--- config.mk ---
export PLATFORM = sky130hd
export DESIGN_NAME = evt_timer_top
export DESIGN_NICKNAME = d
export VERILOG_FILES = /design/src/rtl/evt_pkg.sv /design/src/rtl/evt_counter.sv /design/src/rtl/evt_channel.sv /design/src/rtl/evt_timer_top.sv
export SDC_FILE = /design/constraint.sdc
export NUM_CORES = 1
export LEC_CHECK = 0
export BUFFER_PORTS_ARGS = -buffer_cell sky130_fd_sc_hd__buf_2
export CAP_MARGIN = 30
export CORE_MARGIN = 2
export CORE_UTILIZATION = 55
export CTS_CLUSTER_DIAMETER = 30
export DETAILED_ROUTE_END_ITERATION = 8
export GPL_ROUTABILITY_DRIVEN = 0
export HOLD_SLACK_MARGIN = 0.05
export PLACE_DENSITY = 0.75
export SYNTH_ARGS = -nofsm -noshare
export SYNTH_HDL_FRONTEND = slang
export SYNTH_HIERARCHICAL = 1
export SYNTH_SLANG_ARGS = --single-unit
--- constraint.sdc ---
create_clock -name clk -period 4.56 [get_ports clk]
set_clock_uncertainty 0.05 [all_clocks]
set_input_delay 0.456 -clock clk [delete_from_list [all_inputs] [get_ports clk]]
set_output_delay 0.456 -clock clk [all_outputs]
set_load 0.1 [all_outputs]
--- src/rtl/evt_pkg.sv ---
package evt_pkg;
  localparam int DATA_W  = 32;
  localparam int ROUTE_W = 5;

  localparam logic [31:0] ID_WORD   = 32'h8086_A201;
  localparam logic [31:0] TICK_FS   = 32'h0098_9680;
  localparam logic [31:0] ROUTE_CAP = 32'h0000_00FF;

  localparam logic [11:0] A_ID      = 12'h000;
  localparam logic [11:0] A_TICK    = 12'h004;
  localparam logic [11:0] A_GCTL    = 12'h010;
  localparam logic [11:0] A_STAT    = 12'h020;
  localparam logic [11:0] A_CNT_LO  = 12'h0F0;
  localparam logic [11:0] A_CNT_HI  = 12'h0F4;
  localparam logic [11:0] A_CH_BASE = 12'h100;
  localparam int          CH_SPAN_LG = 5;

  typedef struct packed {
    logic               msg;
    logic [ROUTE_W-1:0] route;
    logic               periodic;
    logic               ien;
    logic               level;
  } ch_ctl_t;

  typedef enum logic [1:0] {
    CR_CTL  = 2'd0,
    CR_CAPS = 2'd1,
    CR_CMP  = 2'd2,
    CR_RSVD = 2'd3
  } ch_reg_e;

  function automatic logic [ROUTE_W-1:0] reset_route(input int idx);
    return (idx == 1) ? ROUTE_W'(8) : '0;
  endfunction
endpackage

--- src/rtl/evt_counter.sv ---
module evt_counter #(
  parameter int CNT_W  = 64,
  parameter int HALF_W = 32,
  localparam int HI_W  = CNT_W - HALF_W
) (
  input  logic              clk,
  input  logic              rst,
  input  logic              run,
  input  logic              tick_en,
  input  logic              wr_lo,
  input  logic              wr_hi,
  input  logic [HALF_W-1:0] wdata,
  output logic [CNT_W-1:0]  cnt_q,
  output logic              inc,
  output logic [HALF_W-1:0] next_lo
);
  logic [CNT_W-1:0] sum;

  assign inc     = run & tick_en;
  assign sum     = cnt_q + CNT_W'(1);
  assign next_lo = sum[HALF_W-1:0];

  always_ff @(posedge clk) begin
    if (rst) begin
      cnt_q <= '0;
    end else if (wr_hi) begin
      cnt_q <= {wdata[HI_W-1:0], cnt_q[HALF_W-1:0]};
    end else if (wr_lo) begin
      cnt_q <= {cnt_q[CNT_W-1:HALF_W], wdata};
    end else if (inc) begin
      cnt_q <= sum;
    end
  end
endmodule

--- src/rtl/evt_channel.sv ---
module evt_channel
  import evt_pkg::*;
#(
  parameter int                 W           = 32,
  parameter logic [ROUTE_W-1:0] RESET_ROUTE = '0
) (
  input  logic         clk,
  input  logic         rst,
  input  logic         glb_run,
  input  logic         inc,
  input  logic [W-1:0] cnt_next,
  input  logic         ctl_we,
  input  ch_ctl_t      ctl_wd,
  input  logic         cmp_we,
  input  logic [W-1:0] cmp_wd,
  input  logic         clr,
  output logic [W-1:0] ctl_rd,
  output logic [W-1:0] cmp_q,
  output logic         flag_rd,
  output logic         irq_q
);
  ch_ctl_t     ctl_q;
  logic [W-1:0] period_q;
  logic        act_q, act_d, hit;

  assign hit = inc && (cnt_next == cmp_q);

  // flag: a new match wins over a clear in the same cycle
  always_comb begin
    act_d = act_q;
    if (clr) act_d = 1'b0;
    if (hit && ctl_q.ien && ctl_q.level) act_d = 1'b1;
  end

  always_ff @(posedge clk) begin
    if (rst) begin
      ctl_q       <= '0;
      ctl_q.route <= RESET_ROUTE;
      cmp_q       <= '1;
      period_q    <= '0;
      act_q       <= 1'b0;
      irq_q       <= 1'b0;
    end else begin
      if (ctl_we) ctl_q <= ctl_wd;
      if (cmp_we) begin
        cmp_q    <= cmp_wd;
        period_q <= cmp_wd;
      end else if (hit && ctl_q.periodic) begin
        cmp_q <= cmp_q + period_q;
      end
      act_q <= act_d;
      irq_q <= glb_run && ctl_q.ien &&
               ((hit && !ctl_q.level) || (act_d && ctl_q.level));
    end
  end

  always_comb begin
    ctl_rd                 = '0;
    ctl_rd[1]              = ctl_q.level;
    ctl_rd[2]              = ctl_q.ien;
    ctl_rd[3]              = ctl_q.periodic;
    ctl_rd[4]              = 1'b1;
    ctl_rd[9 +: ROUTE_W]   = ctl_q.route;
    ctl_rd[14]             = ctl_q.msg;
  end

  assign flag_rd = act_q & ctl_q.level;
endmodule

--- src/rtl/evt_timer_top.sv ---
module evt_timer_top
  import evt_pkg::*;
#(
  parameter int NUM_CH = 3,
  parameter int ADDR_W = 10,
  parameter int CNT_W  = 64,
  localparam int IDX_W = 12 - CH_SPAN_LG
) (
  input  logic              clk,
  input  logic              rst,
  input  logic              tick_en,
  input  logic              bus_valid,
  input  logic              bus_write,
  input  logic [ADDR_W-1:0] bus_addr,
  input  logic [DATA_W-1:0] bus_wdata,
  output logic              bus_ack,
  output logic [DATA_W-1:0] bus_rdata,
  output logic [NUM_CH-1:0] irq_out,
  output logic              legacy_mute
);
  logic [11:0]       a12;
  logic              aligned, wr, in_ch, ch_sub_ok;
  logic [IDX_W-1:0]  ch_idx;
  ch_reg_e           ch_reg;
  ch_ctl_t           ctl_wd;

  logic              gen_en;
  logic [CNT_W-1:0]  cnt_q;
  logic              cnt_inc;
  logic [DATA_W-1:0] cnt_next_lo;
  logic              wr_lo, wr_hi;

  logic [DATA_W-1:0] ch_ctl_rd [NUM_CH];
  logic [DATA_W-1:0] ch_cmp_rd [NUM_CH];
  logic [NUM_CH-1:0] chan_active;
  logic [NUM_CH-1:0] ctl_we, cmp_we, clr;
  logic [DATA_W-1:0] rd_mux;

  // ---------------- decode ----------------
  assign a12       = 12'(bus_addr);
  assign aligned   = (a12[1:0] == 2'b00);
  assign wr        = bus_valid & bus_write & aligned;
  assign in_ch     = (a12 >= A_CH_BASE) &&
                     (a12 < A_CH_BASE + 12'(NUM_CH << CH_SPAN_LG));
  assign ch_idx    = a12[11:CH_SPAN_LG] - IDX_W'(A_CH_BASE >> CH_SPAN_LG);
  assign ch_sub_ok = in_ch && !a12[4];
  assign ch_reg    = ch_reg_e'(a12[3:2]);

  assign ctl_wd.msg      = bus_wdata[14];
  assign ctl_wd.route    = bus_wdata[9 +: ROUTE_W];
  assign ctl_wd.periodic = bus_wdata[3];
  assign ctl_wd.ien      = bus_wdata[2];
  assign ctl_wd.level    = bus_wdata[1];

  assign wr_lo = wr && (a12 == A_CNT_LO) && !gen_en;
  assign wr_hi = wr && (a12 == A_CNT_HI);

  // ---------------- global control ----------------
  always_ff @(posedge clk) begin
    if (rst) begin
      gen_en      <= 1'b0;
      legacy_mute <= 1'b0;
    end else if (wr && (a12 == A_GCTL) && (bus_wdata <= DATA_W'(3))) begin
      gen_en      <= bus_wdata[0];
      legacy_mute <= bus_wdata[1];
    end
  end

  // ---------------- counter ----------------
  evt_counter #(.CNT_W(CNT_W), .HALF_W(DATA_W)) u_cnt (
    .clk     (clk),
    .rst     (rst),
    .run     (gen_en),
    .tick_en (tick_en),
    .wr_lo   (wr_lo),
    .wr_hi   (wr_hi),
    .wdata   (bus_wdata),
    .cnt_q   (cnt_q),
    .inc     (cnt_inc),
    .next_lo (cnt_next_lo)
  );

  // ---------------- channels ----------------
  for (genvar g = 0; g < NUM_CH; g++) begin : g_ch
    logic sel;
    assign sel       = wr && ch_sub_ok && (ch_idx == IDX_W'(g));
    assign ctl_we[g] = sel && (ch_reg == CR_CTL) && !bus_wdata[0];
    assign cmp_we[g] = sel && (ch_reg == CR_CMP);
    assign clr[g]    = wr && (a12 == A_STAT) && bus_wdata[g];

    evt_channel #(.W(DATA_W), .RESET_ROUTE(reset_route(g))) u_ch (
      .clk      (clk),
      .rst      (rst),
      .glb_run  (gen_en),
      .inc      (cnt_inc),
      .cnt_next (cnt_next_lo),
      .ctl_we   (ctl_we[g]),
      .ctl_wd   (ctl_wd),
      .cmp_we   (cmp_we[g]),
      .cmp_wd   (bus_wdata),
      .clr      (clr[g]),
      .ctl_rd   (ch_ctl_rd[g]),
      .cmp_q    (ch_cmp_rd[g]),
      .flag_rd  (chan_active[g]),
      .irq_q    (irq_out[g])
    );
  end

  // ---------------- read mux ----------------
  always_comb begin
    rd_mux = '0;
    if (aligned) begin
      unique case (a12)
        A_ID:     rd_mux = ID_WORD;
        A_TICK:   rd_mux = TICK_FS;
        A_GCTL:   rd_mux = {30'd0, legacy_mute, gen_en};
        A_STAT:   rd_mux = DATA_W'(chan_active);
        A_CNT_LO: rd_mux = cnt_q[DATA_W-1:0];
        A_CNT_HI: rd_mux = cnt_q[CNT_W-1:DATA_W];
        default: begin
          for (int i = 0; i < NUM_CH; i++) begin
            if (ch_sub_ok && (ch_idx == IDX_W'(i))) begin
              case (ch_reg)
                CR_CTL:  rd_mux = ch_ctl_rd[i];
                CR_CAPS: rd_mux = ROUTE_CAP;
                CR_CMP:  rd_mux = ch_cmp_rd[i];
                default: rd_mux = '0;
              endcase
            end
          end
        end
      endcase
    end
  end

  always_ff @(posedge clk) begin
    if (rst) begin
      bus_ack   <= 1'b0;
      bus_rdata <= '0;
    end else begin
      bus_ack   <= bus_valid;
      bus_rdata <= (bus_valid && !bus_write) ? rd_mux : '0;
    end
  end
endmodule

# After elaboration in Yosys (flattened, before gate mapping)

Cells that the tools add are included.

Add/subtract/negate cells: 5
Magnitude comparators: 3
Equal/unequal tests: 13
Multiplexer cells: 22
Bitwise gates (word level): 9
Reduce and logical (&&, ||, !) cells: 74

Operators by type and width:

| kind                                                                                 | number |
|---|---|
| 32-bit two-way mux                                                                   | 9 |
| 32-bit one-hot mux with 3 select lines                                               | 3 |
| 64-bit two-way mux                                                                   | 3 |
| 32-bit one-hot mux with 6 select lines                                               | 1 |
| 32-bit adder                                                                         | 3 |
| 32-bit equality test                                                                 | 3 |
| 64-bit by 1-bit adder with 64-bit output, second input constant                      | 1 |
| 1-bit logical AND                                                                    | 52 |
| 32-bit by 2-bit less-or-equal comparator with 1-bit output, second input constant    | 1 |
| 10-bit by 8-bit equality test with 1-bit output, second input constant               | 2 |
| 12-bit logical NOT                                                                   | 1 |
| 10-bit by 3-bit equality test with 1-bit output, second input constant               | 1 |
| 10-bit by 5-bit equality test with 1-bit output, second input constant               | 1 |
| 10-bit by 6-bit equality test with 1-bit output, second input constant               | 1 |
| 10-bit by 9-bit greater-or-equal comparator with 1-bit output, second input constant | 1 |
| 10-bit by 9-bit less-than comparator with 1-bit output, second input constant        | 1 |
| 2-bit nonzero test                                                                   | 5 |
| 7-bit by 1-bit equality test with 1-bit output, second input constant                | 1 |
| 7-bit by 2-bit equality test with 1-bit output, second input constant                | 1 |
| 1-bit logical NOT                                                                    | 7 |
| 7-bit logical NOT                                                                    | 1 |
| 1-bit AND                                                                            | 6 |
| 1-bit two-way mux                                                                    | 6 |
| 5-bit by 4-bit subtractor with 6-bit output, second input constant                   | 1 |
| other kinds (8)                                                                      | 14 |

Flip-flop bits (word level): 324
Output and inout port bits: 37
Logic and storage cells: 159

# Depth between registers and ports, before layout

Depth after elaboration: 9
Depth in mapped cells: 17

# Hierarchy

Netlist, hierarchy kept.

Modules (own cells, without submodules):

| module                     | instances | cells an instance | area each (um^2) | sequential area each (um^2) |
|---|---|---|---|---|
| evt_channel (g_ch[1].u_ch) | 1         | 604               | 5166.2           | 1501.4 |
| evt_channel (g_ch[2].u_ch) | 1         | 620               | 5118.7           | 1501.4 |
| evt_channel (g_ch[0].u_ch) | 1         | 627               | 5006.1           | 1501.4 |
| evt_counter                | 1         | 550               | 4205.3           | 1281.2 |
| evt_timer_top              | 1         | 425               | 3488.3           | 700.7 |

# Least setup slack after synthesis

No wires, ideal clock.

Kind: reg2reg
Start point: register u_cnt.cnt_q[0]
End point: register g_ch[0].u_ch.cmp_q[29]
Library setup time: 0.115 ns
Data arrival time: 4.090 ns
Required time: 4.395 ns
Slack: 0.304 ns
Cell stages (with the launch flop): 15
Period minus slack after synthesis: 4.256 ns
Path through: dfxtp_1 -> ha_1 -> nand4_1 -> nor4_1 -> nand2b_1 -> nor3_1 -> xor2_1 -> xnor2_1 -> nand4_1 -> or4_4 -> nor4_4 -> nand2_1 -> or3_1 -> or3_1 -> a31o_1

Word-level cells in the longest chain between the ends: 5

Ends and longest elaborated chain:

| what                                     | RTL line            | RTL |
|---|---|---|
| start, declared                          | evt_counter.sv:13   | `output logic [CNT_W-1:0] cnt_q,` |
| start signal, assigned                   | evt_counter.sv:27   | `cnt_q <= {wdata[HI_W-1:0], cnt_q[HALF_W-1:0]};` |
| start signal, assigned                   | evt_counter.sv:29   | `cnt_q <= {cnt_q[CNT_W-1:HALF_W], wdata};` |
| start signal, assigned                   | evt_counter.sv:31   | `cnt_q <= sum;` |
| 64-bit by 1-bit adder with 64-bit output | evt_counter.sv:20   | `assign sum = cnt_q + CNT_W'(1);` |
| net cnt_next_lo[24]                      | evt_timer_top.sv:30 | `logic [DATA_W-1:0] cnt_next_lo;` |
| 32-bit equality test                     | evt_channel.sv:26   | `assign hit = inc && (cnt_next == cmp_q);` |
| 1-bit logical AND                        | evt_channel.sv:26   |  |
| 1-bit logical AND                        | evt_channel.sv:48   | `end else if (hit && ctl_q.periodic) begin` |
| 2-bit nonzero test (no source line)      | n/a                 |  |
| end signal, assigned                     | evt_channel.sv:46   | `cmp_q <= cmp_wd;` |
| end signal, assigned                     | evt_channel.sv:49   | `cmp_q <= cmp_q + period_q;` |
| end, declared                            | evt_channel.sv:18   | `output logic [W-1:0] cmp_q,` |

The timed path passes the listed nets, and every way through them passes these cells.
A chain may end at the register's enable or synchronous reset.

# Worst setup path in the final report

Start point: register u_cnt.cnt_q[2]
End point: register g_ch[1].u_ch.cmp_q[4]

Word-level cells in the longest chain between the ends: 5

Ends and longest elaborated chain:

| what                                     | RTL line |
|---|---|
| 64-bit by 1-bit adder with 64-bit output | evt_counter.sv:20 |
| net cnt_next_lo[21]                      | evt_timer_top.sv:30 |
| 32-bit equality test                     | evt_channel.sv:26 |
| 1-bit logical AND                        | evt_channel.sv:26 |
| 1-bit logical AND                        | evt_channel.sv:48 |
| 2-bit nonzero test (no source line)      | n/a |
| end signal, assigned                     | evt_channel.sv:46 |
| end signal, assigned                     | evt_channel.sv:49 |
| end, declared                            | evt_channel.sv:18 |

The timed path passes the listed nets, and every way through them passes these cells.

==> metrics.txt <==
status finished, final reports clean; Iter 0 DRT Violations 3543; floorplan core area slightly above 40000 um^2; worst-margin pin slew approximately 0.93 ns; Pwr per Cell Area roughly 340 nW/um^2; count of hold-fix buffers inserted at cts 0; Final Hold Viols 0; Post-synth EDFFs 0; Clock power frac 0.647; Ys Warns 6; WP buf/inv 2; number of nets in the layout 3034; Sink Count 324; met2 GRT Util 0.589; Die X 208 um; Fmax between 0.2 and 0.25 GHz; max_cap viols 0; global-route usage over all layers 0.398; Final Max Slew Viols 0; met3 Track Usage GR 0.136; htree depth 3; Final WS setup slightly below 0.07 ns; Root Buffer clkbuf_16; CTS tree built; Worst setup startpoint u_cnt/cnt_q[2]; WL/cell roughly 25 um; hold_ws approximately 0.11 ns; via count approximately 24000; Critical R2R Launch u_cnt/cnt_q[2]; Comb pwr share 0.040; minimum clock period 4.49 ns; Max Buffers Root-to-Sink 3; WL final roughly 90 mm; pre-CTS setup slack about 0.095 ns; Yosys cell types ~110; # IOs between 80 and 90; sequential area share after synthesis 0.282; met1 usage 0.481; Finish-stage setup viols 0; antenna violations before repair 2; Psw 2.22 mW; Hold Crit Class in -> reg; total CTS buffers 80; arrival time at the worst endpoint around 4.9 ns; Residual DRC 0; Synth Register Bits ~320; crit path cell chain nand3_2, nor4_4, buf_4, nand2_1, nor2_1, xor2_2, xor2_1, nor4_1, nand4_1, or3_4, nor2_4, buf_12, mux2_1, mux2i_1, nand2_1; Crit path largest cell delay roughly 0.5 ns; largest net degree at the start of global routing between 90 and 100; CP max stage cell dfxtp_1; type of origin of the critical path flop; Flop pwr share 0.313; Total Power just over 9 mW; Syn Area/Cell 8.13 um^2; Reg clk slew, reported paths 0.05 ns; Largest delay share family, worst path simple AND/OR/NAND/NOR gates; HPWL Detailed 61.9 mm; Area Growth Syn to Fin 15.8%; vias per std cell slightly below 7; WP data required around 5.0 ns; Max VDD drop ~0.28 mV; Critical Path Fanout Max 20; fillers between 3000 and 4000; Worst path most repeated cell nand2_1; hold_sp bus_valid; internal power approximately 6.9 mW; CP endpoint kind flop; Final Cycle Share 0.985; initial core utilization 0.560; Antenna Violating Nets Remaining 0; Core Util, Final 0.649; Buffers on Ports between 80 and 90; die area roughly 43000 um^2; main flop type after synthesis dfxtp_1; number of global-route vias before repair 22400; first-pass GRT wire length 133 mm; asr flop ratio synth 0; Sw Share 0.244; Chip Height between 200 and 250 um; global route hottest layer met2; Worst slew margin 0.381; TritonRoute pass-1 iters 9; num rows 74; fraction of layout cells with a size suffix above 1 0.137; synthesized area roughly 23000 um^2; cells after synthesis about 2800; leak pwr around 11 nW; worst skew pair latency 0.61 ns; GRT overflow 0; Setup Crit Path Kind reg -> reg
cell usage after synthesis (16+ instances only):
master | count | area (um^2)
inv_1 | 47 | 176
and3_1 | 30 | 188
nand2b_1 | 31 | 194
o2bb2ai_1 | 18 | 158
mux2i_1 | 195 | 1950
o21a_1 | 16 | 120
a21oi_1 | 208 | 1040
nand3_1 | 60 | 300
a22oi_1 | 29 | 218
xnor2_1 | 102 | 893
nor3_1 | 60 | 300
a31oi_1 | 31 | 194
nand4_1 | 43 | 269
nor2_1 | 272 | 1020
a21o_1 | 50 | 375
a211oi_1 | 46 | 345
buf_1 | 18 | 67.6
o21ai_1 | 36 | 180
ha_1 | 96 | 1200
o22ai_1 | 41 | 257
o211ai_1 | 58 | 435
clkbuf_1 | 125 | 469
buf_2 | 17 | 85.1
xor2_1 | 114 | 998
mux2_2 | 16 | 180
o31ai_1 | 17 | 128
nand2_1 | 239 | 897
buf_4 | 72 | 541
dfxtp_1 | 324 | 6490
a221oi_1 | 21 | 184
nor4_1 | 40 | 250
o21ai_0 | 81 | 405
cells in the final DEF (no fill, tap or decap), drive strengths merged, types with 64 or more instances in the layout:
master | synthesis | final
ha | 96 | 96
a21oi | 210 | 210
dfxtp | 324 | 324
buf | 112 | 153
xnor2 | 102 | 102
nor3 | 72 | 72
conb | 6 | 69
mux2i | 195 | 195
nor2 | 274 | 274
xor2 | 114 | 114
clkbuf | 127 | 97
nand3 | 64 | 64
o21ai | 119 | 119
nand2 | 239 | 239
per-layer routing:
| layer | part of all wire | routed length [um] |
|---|---|---|
| met5 | 0.00051 | 45 |
| met4 | 0.085 | 7530 |
| met3 | 0.14 | 12300 |
| met2 | 0.41 | 36700 |
| met1 | 0.36 | 32000 |
flip-flops by register name, indices dropped and copies added, names as in the netlist:
register	count
bus_ack	1
bus_rdata	32
g_ch.u_ch/act_q	3
g_ch.u_ch/cmp_q	96
g_ch.u_ch/ctl_rd	27
g_ch.u_ch/irq_q	3
g_ch.u_ch/period_q	96
gen_en	1
legacy_mute	1
u_cnt/cnt_q	64
final timing paths:
kind,end,slack (ns),cells after the start
max,g_ch[1].u_ch/cmp_q[4],0.07,15
min,bus_ack,0.11,2
max reg2reg,g_ch[1].u_ch/cmp_q[4],0.07,15
min reg2reg,g_ch[0].u_ch/period_q[20],0.42,2
logic make-up (layout without fill, tap and decap cells):
logic type	count (synthesis)	in the layout	share of synthesized area
AO/OA/AOI/OAI	778	778	0.228
XOR/XNOR	216	216	0.0823
adder cells (fa/ha/maj)	100	100	0.0553
buffers and inverters	293	358	0.0623
flip-flops	324	324	0.282
multiplexers	215	215	0.0947
other	6	71	0.000980
AND/OR/NAND/NOR	894	894	0.194
through the flow:
step                      cell area (um^2)  TNS (ns)  std cells
after floorplan                      23200         0       2889
final                                26600         0       3488
after detailed placement             23700         0       3332
after CTS                            26500         0       3480
after global placement               23700         0       3331
after global routing                 26600   -0.0216       3486
timing repair:
action | 4_1_cts | 5_1_grt
buffers inserted | 0 | 4
endpoints found under the setup margin | 0 | 46
gates resized for setup | 0 | 16
power by group through the flow:
stage	clock (mW)	combinational, mW	sequential, mW
6_report	5.88	0.364	2.84
5_1_grt	6.05	0.369	2.84
4_1_cts	5.90	0.334	2.84
3_5_place_dp	0	0.332	2.89
3_3_place_gp	0	0.326	2.89
2_1_floorplan	0	0.209	2.90
final cells by class:
class                           count  area [um^2]  share of cell area
Multi-Input combinational cell   2272        15400               0.579
Sequential cell                   324         6490               0.244
Clock buffer                       94         2120              0.0798
Timing Repair Buffer              156         1030              0.0388
Clock inverter                     54          674              0.0253
Tap cell                          532          666              0.0250
Inverter                           54          208             0.00780
Antenna cell                        2         5.00            0.000188
(Power assumes the default switching activity.)
